### src/rtl/sdcf_pkg.sv
`timescale 1ns/1ps
package sdcf_pkg;
    localparam int WORD_W    = 32;
    localparam int RSP_WORDS = 4;
    localparam int RSP_W     = WORD_W * RSP_WORDS;
    localparam int CMD_W     = 16;
    localparam int IDX_W     = 6;
    localparam int STS_W     = 11;
    localparam int CFG_W     = 11;

    // register byte offsets
    localparam int OFF_CMD  = 'h00;
    localparam int OFF_ARG  = 'h04;
    localparam int OFF_RSP0 = 'h10;
    localparam int OFF_STS  = 'h20;
    localparam int OFF_CFG  = 'h38;

    // command word bits
    localparam int B_START = 15;
    localparam int B_FAIL  = 14;
    localparam int B_BUSY  = 11;
    localparam int B_NORSP = 10;
    localparam int B_LONG  = 9;

    // status and configuration bits
    localparam int S_BUSY_IRQ = 10;
    localparam int S_CMD_TO   = 6;
    localparam int C_BUSY_EN  = 10;

    typedef enum logic [1:0] {
        ST_IDLE = 2'd0,
        ST_REQ  = 2'd1,
        ST_WAIT = 2'd2
    } phase_e;

    typedef struct packed {
        logic [CMD_W-1:0]  cmd;
        logic [WORD_W-1:0] arg;
        logic [CFG_W-1:0]  cfg;
        logic [STS_W-1:0]  sts;
        logic [RSP_W-1:0]  rsp;
        phase_e            phase;
    } regs_t;
endpackage

### src/rtl/sdcf_reply_check.sv
`timescale 1ns/1ps
module sdcf_reply_check #(
    parameter int LEN_W  = 5,
    parameter int WORD_W = 32,
    parameter int WORDS  = 4
) (
    input  logic [LEN_W-1:0]        len,
    input  logic                    req_err,
    input  logic                    no_rsp,
    input  logic                    long_rsp,
    input  logic [WORDS*WORD_W-1:0] payload,
    output logic                    fail,
    output logic [WORDS*WORD_W-1:0] words
);
    localparam int PAY_W = WORDS * WORD_W;
    localparam logic [LEN_W-1:0] SHORT_LEN = LEN_W'(WORD_W / 8);
    localparam logic [LEN_W-1:0] FULL_LEN  = LEN_W'(PAY_W / 8);

    logic is_short;
    logic bad_len;

    assign is_short = (len == SHORT_LEN);
    assign bad_len  = ((len != SHORT_LEN) && (len != FULL_LEN)) || (is_short && long_rsp);
    assign fail     = req_err || (!no_rsp && bad_len);

    // word 0 is the lowest slice; a short reply lands in word 0 from the top slice
    for (genvar w = 0; w < WORDS; w++) begin : g_word
        if (w == 0) begin : g_low
            assign words[WORD_W-1:0] = is_short ? payload[PAY_W-1 -: WORD_W]
                                                : payload[WORD_W-1:0];
        end else begin : g_high
            assign words[w*WORD_W +: WORD_W] = is_short ? '0 : payload[w*WORD_W +: WORD_W];
        end
    end
endmodule

### src/rtl/sdcf_read_mux.sv
`timescale 1ns/1ps
module sdcf_read_mux import sdcf_pkg::*; #(
    parameter int ADDR_W = 8
) (
    input  logic [ADDR_W-1:0] addr,
    input  logic [CMD_W-1:0]  cmd,
    input  logic [WORD_W-1:0] arg,
    input  logic [CFG_W-1:0]  cfg,
    input  logic [STS_W-1:0]  sts,
    input  logic [RSP_W-1:0]  rsp,
    output logic [WORD_W-1:0] rdata
);
    always_comb begin
        rdata = '0;
        if (addr == ADDR_W'(OFF_CMD)) rdata = WORD_W'(cmd);
        if (addr == ADDR_W'(OFF_ARG)) rdata = arg;
        if (addr == ADDR_W'(OFF_STS)) rdata = WORD_W'(sts);
        if (addr == ADDR_W'(OFF_CFG)) rdata = WORD_W'(cfg);
        for (int w = 0; w < RSP_WORDS; w++) begin
            if (addr == ADDR_W'(OFF_RSP0 + 4 * w)) rdata = rsp[w*WORD_W +: WORD_W];
        end
    end
endmodule

### src/rtl/sdcf_front.sv
`timescale 1ns/1ps
module sdcf_front import sdcf_pkg::*; #(
    parameter int ADDR_W = 8,
    parameter int LEN_W  = 5
) (
    input  logic              clk,
    input  logic              rst_n,
    input  logic              bus_wr_en,
    input  logic [ADDR_W-1:0] bus_addr,
    input  logic [WORD_W-1:0] bus_wdata,
    output logic [WORD_W-1:0] bus_rdata,
    output logic              req_valid,
    input  logic              req_ready,
    output logic [IDX_W-1:0]  req_index,
    output logic [WORD_W-1:0] req_arg,
    input  logic              rsp_valid,
    input  logic [LEN_W-1:0]  rsp_len,
    input  logic [RSP_W-1:0]  rsp_payload,
    input  logic              rsp_err,
    output logic              irq
);
    regs_t state_q, state_d;
    logic             rc_fail;
    logic [RSP_W-1:0] rc_words;
    logic             idle;

    sdcf_reply_check #(
        .LEN_W (LEN_W),
        .WORD_W(WORD_W),
        .WORDS (RSP_WORDS)
    ) u_reply_check (
        .len     (rsp_len),
        .req_err (rsp_err),
        .no_rsp  (state_q.cmd[B_NORSP]),
        .long_rsp(state_q.cmd[B_LONG]),
        .payload (rsp_payload),
        .fail    (rc_fail),
        .words   (rc_words)
    );

    sdcf_read_mux #(.ADDR_W(ADDR_W)) u_read_mux (
        .addr (bus_addr),
        .cmd  (state_q.cmd),
        .arg  (state_q.arg),
        .cfg  (state_q.cfg),
        .sts  (state_q.sts),
        .rsp  (state_q.rsp),
        .rdata(bus_rdata)
    );

    assign idle = (state_q.phase == ST_IDLE);

    always_comb begin
        state_d = state_q;

        if (bus_wr_en) begin
            if (bus_addr == ADDR_W'(OFF_CMD) && idle) begin
                state_d.cmd = bus_wdata[CMD_W-1:0];
                if (bus_wdata[B_START]) state_d.phase = ST_REQ;
            end
            if (bus_addr == ADDR_W'(OFF_ARG) && idle) state_d.arg = bus_wdata;
            if (bus_addr == ADDR_W'(OFF_STS)) state_d.sts = state_q.sts & ~bus_wdata[STS_W-1:0];
            if (bus_addr == ADDR_W'(OFF_CFG)) state_d.cfg = bus_wdata[CFG_W-1:0];
        end

        // completion comes after the clear so that a new event wins
        case (state_q.phase)
            ST_REQ: begin
                if (req_ready) state_d.phase = ST_WAIT;
            end
            ST_WAIT: begin
                if (rsp_valid) begin
                    state_d.phase        = ST_IDLE;
                    state_d.cmd[B_START] = 1'b0;
                    if (rc_fail) begin
                        state_d.cmd[B_FAIL]   = 1'b1;
                        state_d.sts[S_CMD_TO] = 1'b1;
                    end else begin
                        if (!state_q.cmd[B_NORSP]) state_d.rsp = rc_words;
                        if (state_q.cmd[B_BUSY] && state_q.cfg[C_BUSY_EN])
                            state_d.sts[S_BUSY_IRQ] = 1'b1;
                    end
                end
            end
            default: ;
        endcase
    end

    always_ff @(posedge clk) begin
        if (!rst_n) state_q <= '0;
        else        state_q <= state_d;
    end

    assign req_valid = (state_q.phase == ST_REQ);
    assign req_index = state_q.cmd[IDX_W-1:0];
    assign req_arg   = state_q.arg;
    assign irq       = |state_q.sts[S_BUSY_IRQ:8];
endmodule

### config.mk
export PLATFORM = sky130hd
export DESIGN_NAME = sdcf_front
export DESIGN_NICKNAME = d
export VERILOG_FILES = /design/src/rtl/sdcf_pkg.sv /design/src/rtl/sdcf_reply_check.sv /design/src/rtl/sdcf_read_mux.sv /design/src/rtl/sdcf_front.sv
export SDC_FILE = /design/constraint.sdc
export NUM_CORES = 1
export LEC_CHECK = 0
export ABC_AREA = 0
export BUFFER_PORTS_ARGS = -buffer_cell sky130_fd_sc_hd__clkbuf_2
export CAP_MARGIN = 20
export CORE_ASPECT_RATIO = 1.2
export CORE_MARGIN = 2
export CORE_UTILIZATION = 40
export DETAILED_ROUTE_END_ITERATION = 10
export SLEW_MARGIN = 20
export SYNTH_ARGS = -nofsm -noshare
export SYNTH_HDL_FRONTEND = slang
export SYNTH_SLANG_ARGS = --single-unit
### constraint.sdc
create_clock -name clk -period 2 [get_ports clk]
set_input_delay 0.2 -clock clk [delete_from_list [all_inputs] [get_ports clk]]
set_output_delay 0.2 -clock clk [all_outputs]
set_load 0.02 [all_outputs]
==> impl_metrics.yaml <==
final_layout:
  area_delta_synth_final_pct: 35.1
  drive_gt1_share_pct: 28.7
  final_util_pct: 55.3
  multi_input_area_mm2: 0.00500
  fillCellCount: 2195
  nets: 1614
  final_cell_area_mm2: 0.0129
  seq_area_mm2: 0.00400
worst_setup_path:
  cp_top_family: "simple AND/OR/NAND/NOR gates"
  regToRegStartpoint: "state_q[0]"
  path_class: "in2out"
  cp_num_cells: 7
  worstReg2RegEnd: "state_q[9]"
  slowest_delay_ns: 0.59
  ff2ff_setup_slack_ns: 0.16
  crit_path_end_kind: "primary output"
  cp.required_ns: 1.80
  critPathBufInv: 3
  startpoint_type: "input port"
  cpMaxStageDelayCell: "or4_4"
  reg2reg_depth: 8
  crit_path_cell_trace: "buf_6 > or4_4 > nor4b_4 > buf_12 > a222oi_1 > o21ba_1 > clkbuf_8"
  worst-path-max-fanout: 10
  arrival_ns: 1.93
synth:
  synth_top_cell_area_share_pct: 41.9
  synthArstFlopShare_pct: 0
  synthDistinctLibCells: 52
  avgSynthCellArea_um2: 8.19
  synth_seq_cells: 200
  ys_top_cells_by_area: "dfxtp_1, a21oi_1, nand2_1, mux2i_1, nand3_1"
  syn-num-nets: 1349
  ys_warn_count: 0
  synth-main-ff-cell: "dfxtp_1"
  ys_seq_area_share_pct: 41.9
  synth.most_common_cell: "nand2_1"
  synthesis.area_mm2: 0.00955
  ys_top_cells_by_count: "nand2_1, dfxtp_1, a21oi_1"
  synth_edf_count: 0
  synth.largest_area_cell: "dfxtp_1"
  synthCells: 1167
timing:
  min_period_over_period_pct: 107
  rsz0062_at_grt: "true"
  layout_setup_ws_ns: -0.132
  fin_crit_ns: 2.13
  tightest_slew_ns: 0.469
  skew_ns: 0.0152
  max_freq_mhz: 469
  totalNegativeSetupSlack_ns: -1.12
  finalSetupViolCount: 15
  slew_headroom_pct: 68.5
  finalHoldViolCount: 0
  slew_violations: 0
clock_network:
  htreeDepth: 4
  cts_tree: "yes"
  cts.clk_slew.worst_paths_ns: 0.08
  cts_sinks: 200
  clock_latency_ns: 0.44
  cts-root-buf: "clkbuf_16"
  cts_buffers: 17
  clockBufferDepth: 2
outcome:
  violations: "setup timing"
  status: "finished, violations left"
run:
  cap_violations: 0
pwr:
  p_per_area_mw_per_mm2: 621
  switchingPower_w: 0.00204
  p_int_w: 0.00598
  sw_frac_of_total_pct: 25.4
  clockPowerShare_pct: 41.4
  combPwrFrac_pct: 9.0
  cellLeakagePower_nw: 5.27
  seqPwrFrac_pct: 49.6
  power_w: 0.00802
  vdd_drop_max_mv: 0.577
global_routing:
  grt_pass1_vias: 9095
  top_usage_layer: "met2"
  met2_usage_pct: 41.3
  antenna_found_initial: 1
  grt_use_met3_pct: 5.42
  gr-total-overflow: 0
  grt_use_total_pct: 24.6
  grt_start_max_net_pins: 53
  grt_pass1_wl_um: 49900
  globalRouteMet1Util_pct: 31.6
placed_design:
  pre_cts_ws_ns: -0.191
  dp_hpwl_um: 22100
  place.gp.congestion: 0.881
  io_buffers: 250
  placed_area_mm2: 0.0112
route:
  wl_um: 32400
  wl_per_cell_um: 18.4
  vias: 9528
  ant_nets: 0
  drcViolationCount: 0
  drt_pass1_iterations: 5
  drt_iter0_drc: 542
  routed_via_density: 5.41
floorplan:
  coreArea_mm2: 0.0234
  ios: 251
  start_util_pct: 40.9
  rows: 61
  die_h_um: 173
  die_area_mm2: 0.0251
  die_w_um: 145
worst_hold_path:
  min_from: "rsp_payload[60]"
  hp-class: "in2reg"
  worstHoldEndpoint: "state_q[62]"
  holdPathStages: 3
## worst max path at each step
stage,start,end,slack [ns]
floorplan,bus_addr[7],bus_rdata[0],-0.03
global placement,bus_addr[7],bus_rdata[8],-0.18
detailed placement,bus_addr[7],bus_rdata[8],-0.19
CTS,bus_addr[7],bus_rdata[25],-0.14
global route,bus_addr[7],bus_rdata[23],-0.19
finish,bus_addr[7],bus_rdata[23],-0.13
## metal layers
layer | vias to the layer above | routed length [um]
met5 | - | 0
met4 | 0 | 818
met3 | 53 | 1840
met2 | 334 | 15800
met1 | 4528 | 13900
li1 | 4613 | -
## cells in the final DEF, fill, tap and decap left out, types with 19 or more instances in the layout
cell type	n
buf_4	60
nand3_1	101
nor2_1	67
a211oi_1	33
a21oi_1	161
clkbuf_16	19
dfxtp_1	200
clkbuf_2	222
nand2_1	210
dlygate4sd3_1	57
buf_12	20
mux2i_1	65
## power by group through the flow
stage	clock [W]	sequential [W]	combinational, W
after floorplan	0	0.00407	0.000238
after global placement	0	0.00407	0.000599
after detailed placement	0	0.00407	0.000597
after CTS	0.00339	0.00398	0.000696
after global routing	0.00355	0.00398	0.000765
final	0.00332	0.00398	0.000718
## what timing repair did
action | CTS | global route
endpoints found under the hold margin | 57 | 0
hold buffers | 57 | 0
endpoints found under the setup margin | 134 | 129
setup buffers | 2 | 9
pin swaps | 0 | 17
cloned | 1 | 3
gates resized for setup | 37 | 63
## cell families after synthesis
group / Yosys count / share of synthesized area, %
mux: 81 / 9.27
buf+inv: 153 / 8.20
xor+xnor: 1 / 0.0917
compound gates: 301 / 20.1
fa+ha+maj: 3 / 0.393
simple gates: 428 / 20.0
flops: 200 / 41.9
## worst register-to-register path, delay by kind of cell, from the launching register on
| kind | cells | cell delay, ns |
|---|---|---|
| buffers and inverters | 3 | 0.41 |
| adder cells (fa/ha/maj) | 1 | 0.18 |
| AO/OA/AOI/OAI | 2 | 0.52 |
| flip-flops | 1 | 0.33 |
| AND/OR/NAND/NOR | 2 | 0.32 |
## layout make-up
class,count,area share [%]
multi-input combinational,814,38.8
sequential,200,31.0
timing repair buffer,388,22.4
clock buffer,19,3.43
tap,315,3.05
clock inverter,13,0.921
inverter,11,0.359
antenna,1,0.0194
## stage by stage
| stage | instances | hold WS (ns) |
|---|---|---|
| 2_1_floorplan | 1167 | 0.287 |
| 3_3_place_gp | 1656 | 0.419 |
| 3_5_place_dp | 1656 | 0.423 |
| 4_1_cts | 1748 | 0.0000814 |
| 5_1_grt | 1761 | 0.00115 |
| 6_report | 1761 | 0.00914 |
## flip-flops by register name, summed over array words and instances, names as in the netlist
register,flops
req_arg,32
req_index,6
state_q,162
Power figures use the tool's default switching activity.
